File: src/rtl/i2c_slave_tx.sv
module i2c_slave_tx #(
  parameter int SYNC_STAGES = 2
) (
  input  logic       clk,
  input  logic       rst_n,
  input  logic       scl_i,
  input  logic       sda_i,
  output logic       scl_oe,
  output logic       sda_oe,
  input  logic [6:0] own_addr,
  input  logic       arb_lost,
  input  logic       wr_en,
  input  logic       wr_sel,
  input  logic [7:0] wr_data,
  output logic [7:0] status_o,
  output logic       flag_o,
  output logic       ack_en_o,
  output logic       stop_o
);

  localparam logic [7:0] C_ADDR = 8'hA8;
  localparam logic [7:0] C_ADDR_ARB = 8'hB0;
  localparam logic [7:0] C_ACKED = 8'hB8;
  localparam logic [7:0] C_NACKED = 8'hC0;
  localparam logic [7:0] C_FINAL = 8'hC8;
  localparam logic [7:0] C_NONE = 8'hF8;
  localparam logic [7:0] C_BERR = 8'h00;

  typedef enum logic [2:0] {
    S_IDLE, S_ADDR, S_AACK, S_WAIT, S_TX, S_MACK, S_BERR
  } state_t;

  logic [SYNC_STAGES-1:0] scl_s, sda_s;
  logic scl_d, sda_d;

  always_ff @(posedge clk or negedge rst_n)
    if (!rst_n) begin
      scl_s <= '1;
      sda_s <= '1;
      scl_d <= 1'b1;
      sda_d <= 1'b1;
    end else begin
      scl_s <= {scl_s[SYNC_STAGES-2:0], scl_i};
      sda_s <= {sda_s[SYNC_STAGES-2:0], sda_i};
      scl_d <= scl_s[SYNC_STAGES-1];
      sda_d <= sda_s[SYNC_STAGES-1];
    end

  wire scl = scl_s[SYNC_STAGES-1];
  wire sda = sda_s[SYNC_STAGES-1];
  wire rise = scl & ~scl_d;
  wire fall = ~scl & scl_d;
  wire start_c = scl & scl_d & sda_d & ~sda;
  wire stop_c = scl & scl_d & ~sda_d & sda;

  state_t st;
  logic [3:0] cnt;
  logic [7:0] sh, data_q, status_q;
  logic flag_q, aen_q, stop_q, last_q, arb_q, ack_q, mack_q, scl_q;

  wire ctrl_wr = wr_en & wr_sel;
  wire data_wr = wr_en & ~wr_sel;
  wire clr = ctrl_wr & wr_data[0] & flag_q;
  wire mid = (st == S_ADDR && cnt != 4'd0) || st == S_AACK || st == S_TX || st == S_MACK;

  always_ff @(posedge clk or negedge rst_n)
    if (!rst_n) begin
      st <= S_IDLE;
      cnt <= '0;
      sh <= '0;
      data_q <= '0;
      status_q <= C_NONE;
      flag_q <= 1'b0;
      aen_q <= 1'b0;
      stop_q <= 1'b0;
      last_q <= 1'b0;
      arb_q <= 1'b0;
      ack_q <= 1'b0;
      mack_q <= 1'b0;
      scl_q <= 1'b0;
    end else begin
      scl_q <= flag_q;
      if (arb_lost) arb_q <= 1'b1;
      if (data_wr && flag_q) data_q <= wr_data;
      if (ctrl_wr) begin
        aen_q <= wr_data[1];
        stop_q <= wr_data[2];
      end
      if (clr) begin
        flag_q <= 1'b0;
        if (st == S_BERR && wr_data[2]) begin
          st <= S_IDLE;
          stop_q <= 1'b0;
        end else if (st == S_WAIT) begin
          st <= S_TX;
          sh <= data_q;
          cnt <= '0;
          last_q <= ~wr_data[1];
        end
      end else if ((start_c || stop_c) && mid) begin
        st <= S_BERR;
        flag_q <= 1'b1;
        status_q <= C_BERR;
        ack_q <= 1'b0;
      end else begin
        case (st)
          S_IDLE:
            if (start_c && !flag_q) begin
              st <= S_ADDR;
              cnt <= '0;
            end
          S_ADDR:
            if (stop_c) st <= S_IDLE;
            else if (start_c) cnt <= '0;
            else if (rise) begin
              sh <= {sh[6:0], sda};
              cnt <= cnt + 4'd1;
              if (cnt == 4'd7) begin
                cnt <= '0;
                st <= (sh[6:0] == own_addr && sda) ? S_AACK : S_IDLE;
              end
            end
          S_AACK:
            if (fall) begin
              if (cnt == 4'd0) begin
                ack_q <= 1'b1;
                cnt <= 4'd1;
              end else begin
                ack_q <= 1'b0;
                flag_q <= 1'b1;
                status_q <= arb_q ? C_ADDR_ARB : C_ADDR;
                arb_q <= 1'b0;
                st <= S_WAIT;
              end
            end
          S_TX:
            if (rise) cnt <= cnt + 4'd1;
            else if (fall && cnt != 4'd0) begin
              if (cnt == 4'd8) st <= S_MACK;
              else sh <= {sh[6:0], 1'b0};
            end
          S_MACK:
            if (rise) begin
              cnt <= 4'd9;
              mack_q <= ~sda;
            end else if (fall && cnt == 4'd9) begin
              flag_q <= 1'b1;
              cnt <= '0;
              if (!mack_q) begin
                status_q <= C_NACKED;
                st <= S_IDLE;
              end else if (last_q) begin
                status_q <= C_FINAL;
                st <= S_IDLE;
              end else begin
                status_q <= C_ACKED;
                st <= S_WAIT;
              end
            end
          default: ;
        endcase
      end
    end

  assign sda_oe = (st == S_TX) ? ~sh[7] : ack_q;
  assign scl_oe = scl_q;
  assign status_o = flag_q ? status_q : C_NONE;
  assign flag_o = flag_q;
  assign ack_en_o = aen_q;
  assign stop_o = stop_q;

endmodule

File: config.mk
export PLATFORM = sky130hd
export DESIGN_NAME = i2c_slave_tx
export DESIGN_NICKNAME = d
export VERILOG_FILES = /design/src/rtl/i2c_slave_tx.sv
export SDC_FILE = /design/constraint.sdc
export NUM_CORES = 1
export LEC_CHECK = 0
export BUFFER_PORTS_ARGS = -buffer_cell sky130_fd_sc_hd__buf_2
export CAP_MARGIN = 20
export CORE_MARGIN = 5
export CORE_UTILIZATION = 61
export DETAILED_ROUTE_END_ITERATION = 8
export PLACE_DENSITY = 0.84
export SYNTH_ARGS = -nofsm -noshare
export SYNTH_HDL_FRONTEND = slang
export SYNTH_SLANG_ARGS = --single-unit
File: constraint.sdc
create_clock -name clk -period 3.95 [get_ports clk]
set_input_delay 0.79 -clock clk [delete_from_list [all_inputs] [get_ports clk]]
set_output_delay 0.79 -clock clk [all_outputs]
set_load 0.01 [all_outputs]
# Yosys cells after proc, flatten, opt, wreduce, memory -nomap -nowiden

Cells that the tools add are included.

Add/subtract/negate cells: 1
Eq/ne operators: 41
Multiplexer cells: 77
Bitwise logic cells: 21
Reduce and logical (&&, ||, !) cells: 31

Operator list:

| cell                                                             | count |
|---|---|
| 8-bit two-way mux                                                | 16 |
| 4-bit two-way mux                                                | 14 |
| 3-bit two-way mux                                                | 16 |
| 8-bit one-hot mux with 2 select lines                            | 2 |
| 3-bit != test (second input constant)                            | 10 |
| 4-bit != test (second input constant)                            | 6 |
| 1-bit two-way mux                                                | 20 |
| 4-bit one-hot mux with 5 select lines                            | 1 |
| 3-bit one-hot mux with 5 select lines                            | 1 |
| 7-bit two-way mux                                                | 2 |
| 13-bit AND reduction                                             | 1 |
| 4-bit by 3-bit != test with 1-bit output (second input constant) | 3 |
| 1-bit bitwise AND                                                | 11 |
| 11-bit AND reduction                                             | 1 |
| 5-bit by 4-bit != test with 1-bit output (second input constant) | 2 |
| 1-bit NOT                                                        | 10 |
| 10-bit AND reduction                                             | 1 |
| 3-bit equality test (second input constant)                      | 3 |
| 3-bit by 2-bit != test with 1-bit output (second input constant) | 3 |
| 4-bit equality test (second input constant)                      | 2 |
| 1-bit logical AND                                                | 8 |
| 4-bit nonzero test                                               | 2 |
| 7-bit equality test                                              | 1 |
| 7-bit nonzero test                                               | 1 |
| other kinds (23)                                                 | 34 |

Bits in registers: 45
Output and inout port bits: 13
Word-level logic and storage cells: 188

# Depth between registers and ports, before layout

Depth after elaboration: 10
Depth in mapped cells: 9

# Worst setup path before layout

No wires, ideal clock.

Kind: input -> register
Start point: input wr_en
End point: register sh[0]
Library setup time: 124 ps
Arrival: 1882 ps
Required time: 3826 ps
Path slack: 1945 ps
Stages: 6
Buffers on the path: 1
Path through: nand2_1 -> nor2_2 -> nor2_1 -> a31oi_1 -> buf_2 -> o21ai_1

Cells in the longest elaborated chain, start to end: 5
Elaborated cells on any way between the ends: 15
Those cells by class: eq/ne: 9; mux: 1; bitwise: 3; reduce/logical: 2

RTL lines:

| item                                                   | line | source |
|---|---|---|
| start, declared                                        | 12   | `input logic wr_en,` |
| 1-bit bitwise AND *                                    | 61   | `wire ctrl_wr = wr_en & wr_sel;` |
| 1-bit bitwise AND * (2 in series)                      | 63   | `wire clr = ctrl_wr & wr_data[0] & flag_q;` |
| 3-bit != test (no source line) (tied with other cells) | -    |  |
| 10-bit AND reduction (no source line)                  | -    |  |
| end signal, assigned                                   | 96   | `sh <= data_q;` |
| end signal, assigned                                   | 116  | `sh <= {sh[6:0], sda};` |
| end signal, assigned                                   | 140  | `else sh <= {sh[6:0], 1'b0};` |
| end, declared                                          | 58   | `logic [7:0] sh, data_q, status_q;` |

Every way passes the cells marked *; elsewhere a longest branch is shown, timed or not.
A chain may end at the register's enable or synchronous reset.

# Worst setup path in the final report

Start point: register st[0]
End point: output sda_oe

Cells in the longest elaborated chain, start to end: 2

RTL lines:

| item                   | line | source |
|---|---|---|
| start, declared        | 56   | `state_t st;` |
| start signal, assigned | 120  | `st <= (sh[6:0] == own_addr && sda) ? S_AACK : S_IDLE;` |
| 3-bit equality test    | 165  | `assign sda_oe = (st == S_TX) ? ~sh[7] : ack_q;` |
| 1-bit two-way mux      | 165  |  |
| end, declared          | 9    | `output logic sda_oe,` |

No other way between the ends.

==> impl_metrics.py <==
metrics = {
    "synthesis": {
        "ys_seq_area_share_pct": 43.7,
        "yosysTopAreaCell": "dfrtp_1",
        "synth-edff-count": 0,
        "ys_ff_latch": 42,
        "synth.area.top_cells": "dfrtp_1, dfstp_2, mux2_2",
        "ys_async_sr_fraction_pct": 100,
        "postSynthCellCount": 244,
        "syn_area_per_cell_um2": 9.98,
        "synth.top_cell.area_share_pct": 31.8,
        "yosysMostFrequentCell": "dfrtp_1",
        "synth_ff_type": "dfrtp_1",
        "syn_area_um2": 2440,
        "yosysWarnings": 0,
        "yosysUniqueCellTypes": 59,
        "synthTopCellsByCount": "dfrtp_1, nand2_1, o21ai_0",
    },
    "clocking": {
        "clock-sinks": 42,
        "clk_latency_ns": 0.30,
        "htree_levels": 2,
        "numCtsBuffers": 5,
        "cts_resized": 0,
        "cts_setup_buffers": 0,
        "cts-root-buf": "clkbuf_8",
        "ctsHoldBuffers": 0,
        "cts_buffer_depth": 2,
        "clkTransAtPathRegs_ns": 0.08,
        "cts_tree": "built",
    },
    "timing": {
        "clock.fmax_mhz": 392,
        "drv_slew": 0,
        "clock-skew-final_ns": 0.00860,
        "setup_viol": 0,
        "finalHoldViolCount": 0,
        "finalCritPeriodShare_pct": 64.6,
        "fin_crit_ns": 2.55,
        "fin_ws_ns": 1.40,
        "setup_tns_ns": 0,
        "rsz0062_at_grt": "false",
        "max_slew_margin_pct": 39.4,
        "worst_pin_slew_ns": 0.909,
    },
    "detailed_routing": {
        "first_iter_violations": 203,
        "drc_errors": 0,
        "drt_first_pass_iters": 5,
        "post_drt_wl_per_cell_um": 16.7,
        "num_vias": 1967,
        "antenna_left": 0,
        "via_per_inst": 6.03,
        "wl_mm": 5.46,
    },
    "floorplan": {
        "die_h_um": 73.2,
        "initial_core_util_pct": 61.8,
        "dieArea_um2": 5360,
        "die_x_um": 73.2,
        "pin_count": 35,
        "rows": 23,
        "coreArea_um2": 3940,
    },
    "layout": {
        "layout.nets": 300,
        "syn_to_final_growth_pct": 11.3,
        "drive_gt1_share_pct": 26.8,
        "antenna_cells": 0,
        "num-fill-cells": 305,
    },
    "worst_hold_path": {
        "min_path_type": "register to register",
    },
    "placed_design": {
        "place_ws_ns": 1.17,
        "portBuffers": 31,
        "gp_congestion": 0.949,
        "dp_hpwl_mm": 3.92,
    },
    "worst_setup_path": {
        "crit_end": "sda_oe",
        "cp-startpoint": "st[0]$_DFFE_PN0P_",
        "crit_fanout": 12,
        "r2r_end": "cnt[3]$_DFFE_PN0P_",
        "critPathTopFamily": "simple AND/OR/NAND/NOR gates",
        "start_kind": "register",
        "cp_slowest_cell": "dfrtp_1",
        "rrSetupSlack_ns": 1.55,
        "cp.buffers_inverters": 1,
        "reg2reg_depth": 5,
        "cp.arrival_ns": 1.76,
        "slowest_delay_ns": 0.52,
        "crit_chain": "and2b_1 > nand2_1 > o21ai_0 > buf_2",
        "path_depth": 4,
        "worstPathRequired_ns": 3.16,
        "end_kind": "output pin",
        "r2r-start": "flag_o$_DFFE_PN0P_",
        "setup.worst_path.class": "register to output pin",
    },
    "global_routing": {
        "grt_antenna_before_repair": 0,
        "grt-ovfl-total": 0,
        "grt_pass1_wl_mm": 9.47,
        "first_global_vias": 2009,
        "grt_max_degree": 43,
        "grt_use_total_pct": 22.8,
    },
    "job": {
        "max_cap_viol_count": 0,
    },
    "status": {
        "status": "finished, final reports clean",
    },
    "pwr": {
        "leakage_uw": 0.00120,
        "peakVddDrop_mv": 0.352,
        "power_density_nw_per_um2": 719,
    },
}
layout by cell type, fill, tap and decap left out, drive strengths merged, types with 2 or more instances in the layout:
master and count:
dfrtp 31, buf 31, o21ai 27, nand2 26, nor2 18, a21oi 12, dfstp 11, mux2 11
nand2b 10, mux2i 9, clkbuf 8, inv 7, o31ai 6, xor2 5, nand3 5, a31oi 4
xnor2 4, nor3 4, nor2b 3, o22ai 3, nand4b 3, ha 3, conb 3, nor3b 3
nand3b 2, nor4 2, o311ai 2
metrics by stage:
step | total power, µW | utilization (%) | cells | hold slack (ns) | instance area (µm²)
5_1_grt | 2100 | 68.8 | 326 | 0.362 | 2710
3_5_place_dp | 1610 | 65.9 | 317 | 0.347 | 2600
6_report | 1950 | 68.8 | 326 | 0.357 | 2710
3_3_place_gp | 1580 | 65.9 | 317 | 0.346 | 2600
4_1_cts | 1940 | 68.6 | 325 | 0.359 | 2700
2_1_floorplan | 1390 | - | 246 | 0.345 | 2440
cell type report:
type / count / area [µm²] / share of cell area [%]
Multi-Input combinational cell: 187 / 1290 / 47.5
Sequential cell: 42 / 1060 / 39.3
Timing Repair Buffer: 32 / 163 / 6.00
Clock buffer: 7 / 76.3 / 2.81
Tap cell: 50 / 62.6 / 2.31
Clock inverter: 1 / 30.0 / 1.11
Inverter: 7 / 26.3 / 0.969
sequential cells by signal, summed over array words and instances, names as in the netlist, 2 cells and up:
register,count
cnt,4
data_q,8
scl_s,2
sda_s,2
sh,8
st,3
status_q,5
routing by layer:
metal	track usage, %	share of wire [%]	wire length [µm]	vias up
met2	36.4	48	2610	77
met4	9.43	1.9	104	0
met1	29.8	44	2390	945
met3	4.82	6.4	347	13
li1	-	-	-	932
met5	0	0	0	-
power breakdown:
group          total (µW)  switching, µW  leakage (µW)  internal (µW)
Combinational         860            473      0.000648            387
Clock                 335            146     0.0000524            189
Sequential            755            154      0.000503            601
Total                1950            773       0.00120           1180
how the worst min path moves through the flow:
stage,startpoint,endpoint,slack [ns],cells after the start
2_1_floorplan,scl_s[0]$_DFF_PN1_,scl_s[1]$_DFF_PN1_,0.35,0
3_3_place_gp,scl_s[0]$_DFF_PN1_,scl_s[1]$_DFF_PN1_,0.35,0
3_5_place_dp,scl_s[0]$_DFF_PN1_,scl_s[1]$_DFF_PN1_,0.35,0
4_1_cts,scl_s[0]$_DFF_PN1_,scl_s[1]$_DFF_PN1_,0.36,0
5_1_grt,scl_s[0]$_DFF_PN1_,scl_s[1]$_DFF_PN1_,0.36,0
6_report,scl_s[0]$_DFF_PN1_,scl_s[1]$_DFF_PN1_,0.36,0
logic make-up (layout without fill, tap and decap cells):
| logic type | Yosys count | after routing | synth area share [%] |
|---|---|---|---|
| other | 1 | 3 | 0.154 |
| DFF | 42 | 42 | 43.7 |
| xor gates and xnor gates | 9 | 9 | 3.24 |
| buffers and inverters | 17 | 47 | 3.70 |
| adders and majority gates | 3 | 3 | 1.54 |
| muxes | 20 | 20 | 8.78 |
| AOI/OAI and AO/OA | 66 | 66 | 18.2 |
| and+or+nand+nor | 86 | 86 | 20.6 |
(Power assumes the default switching activity.)
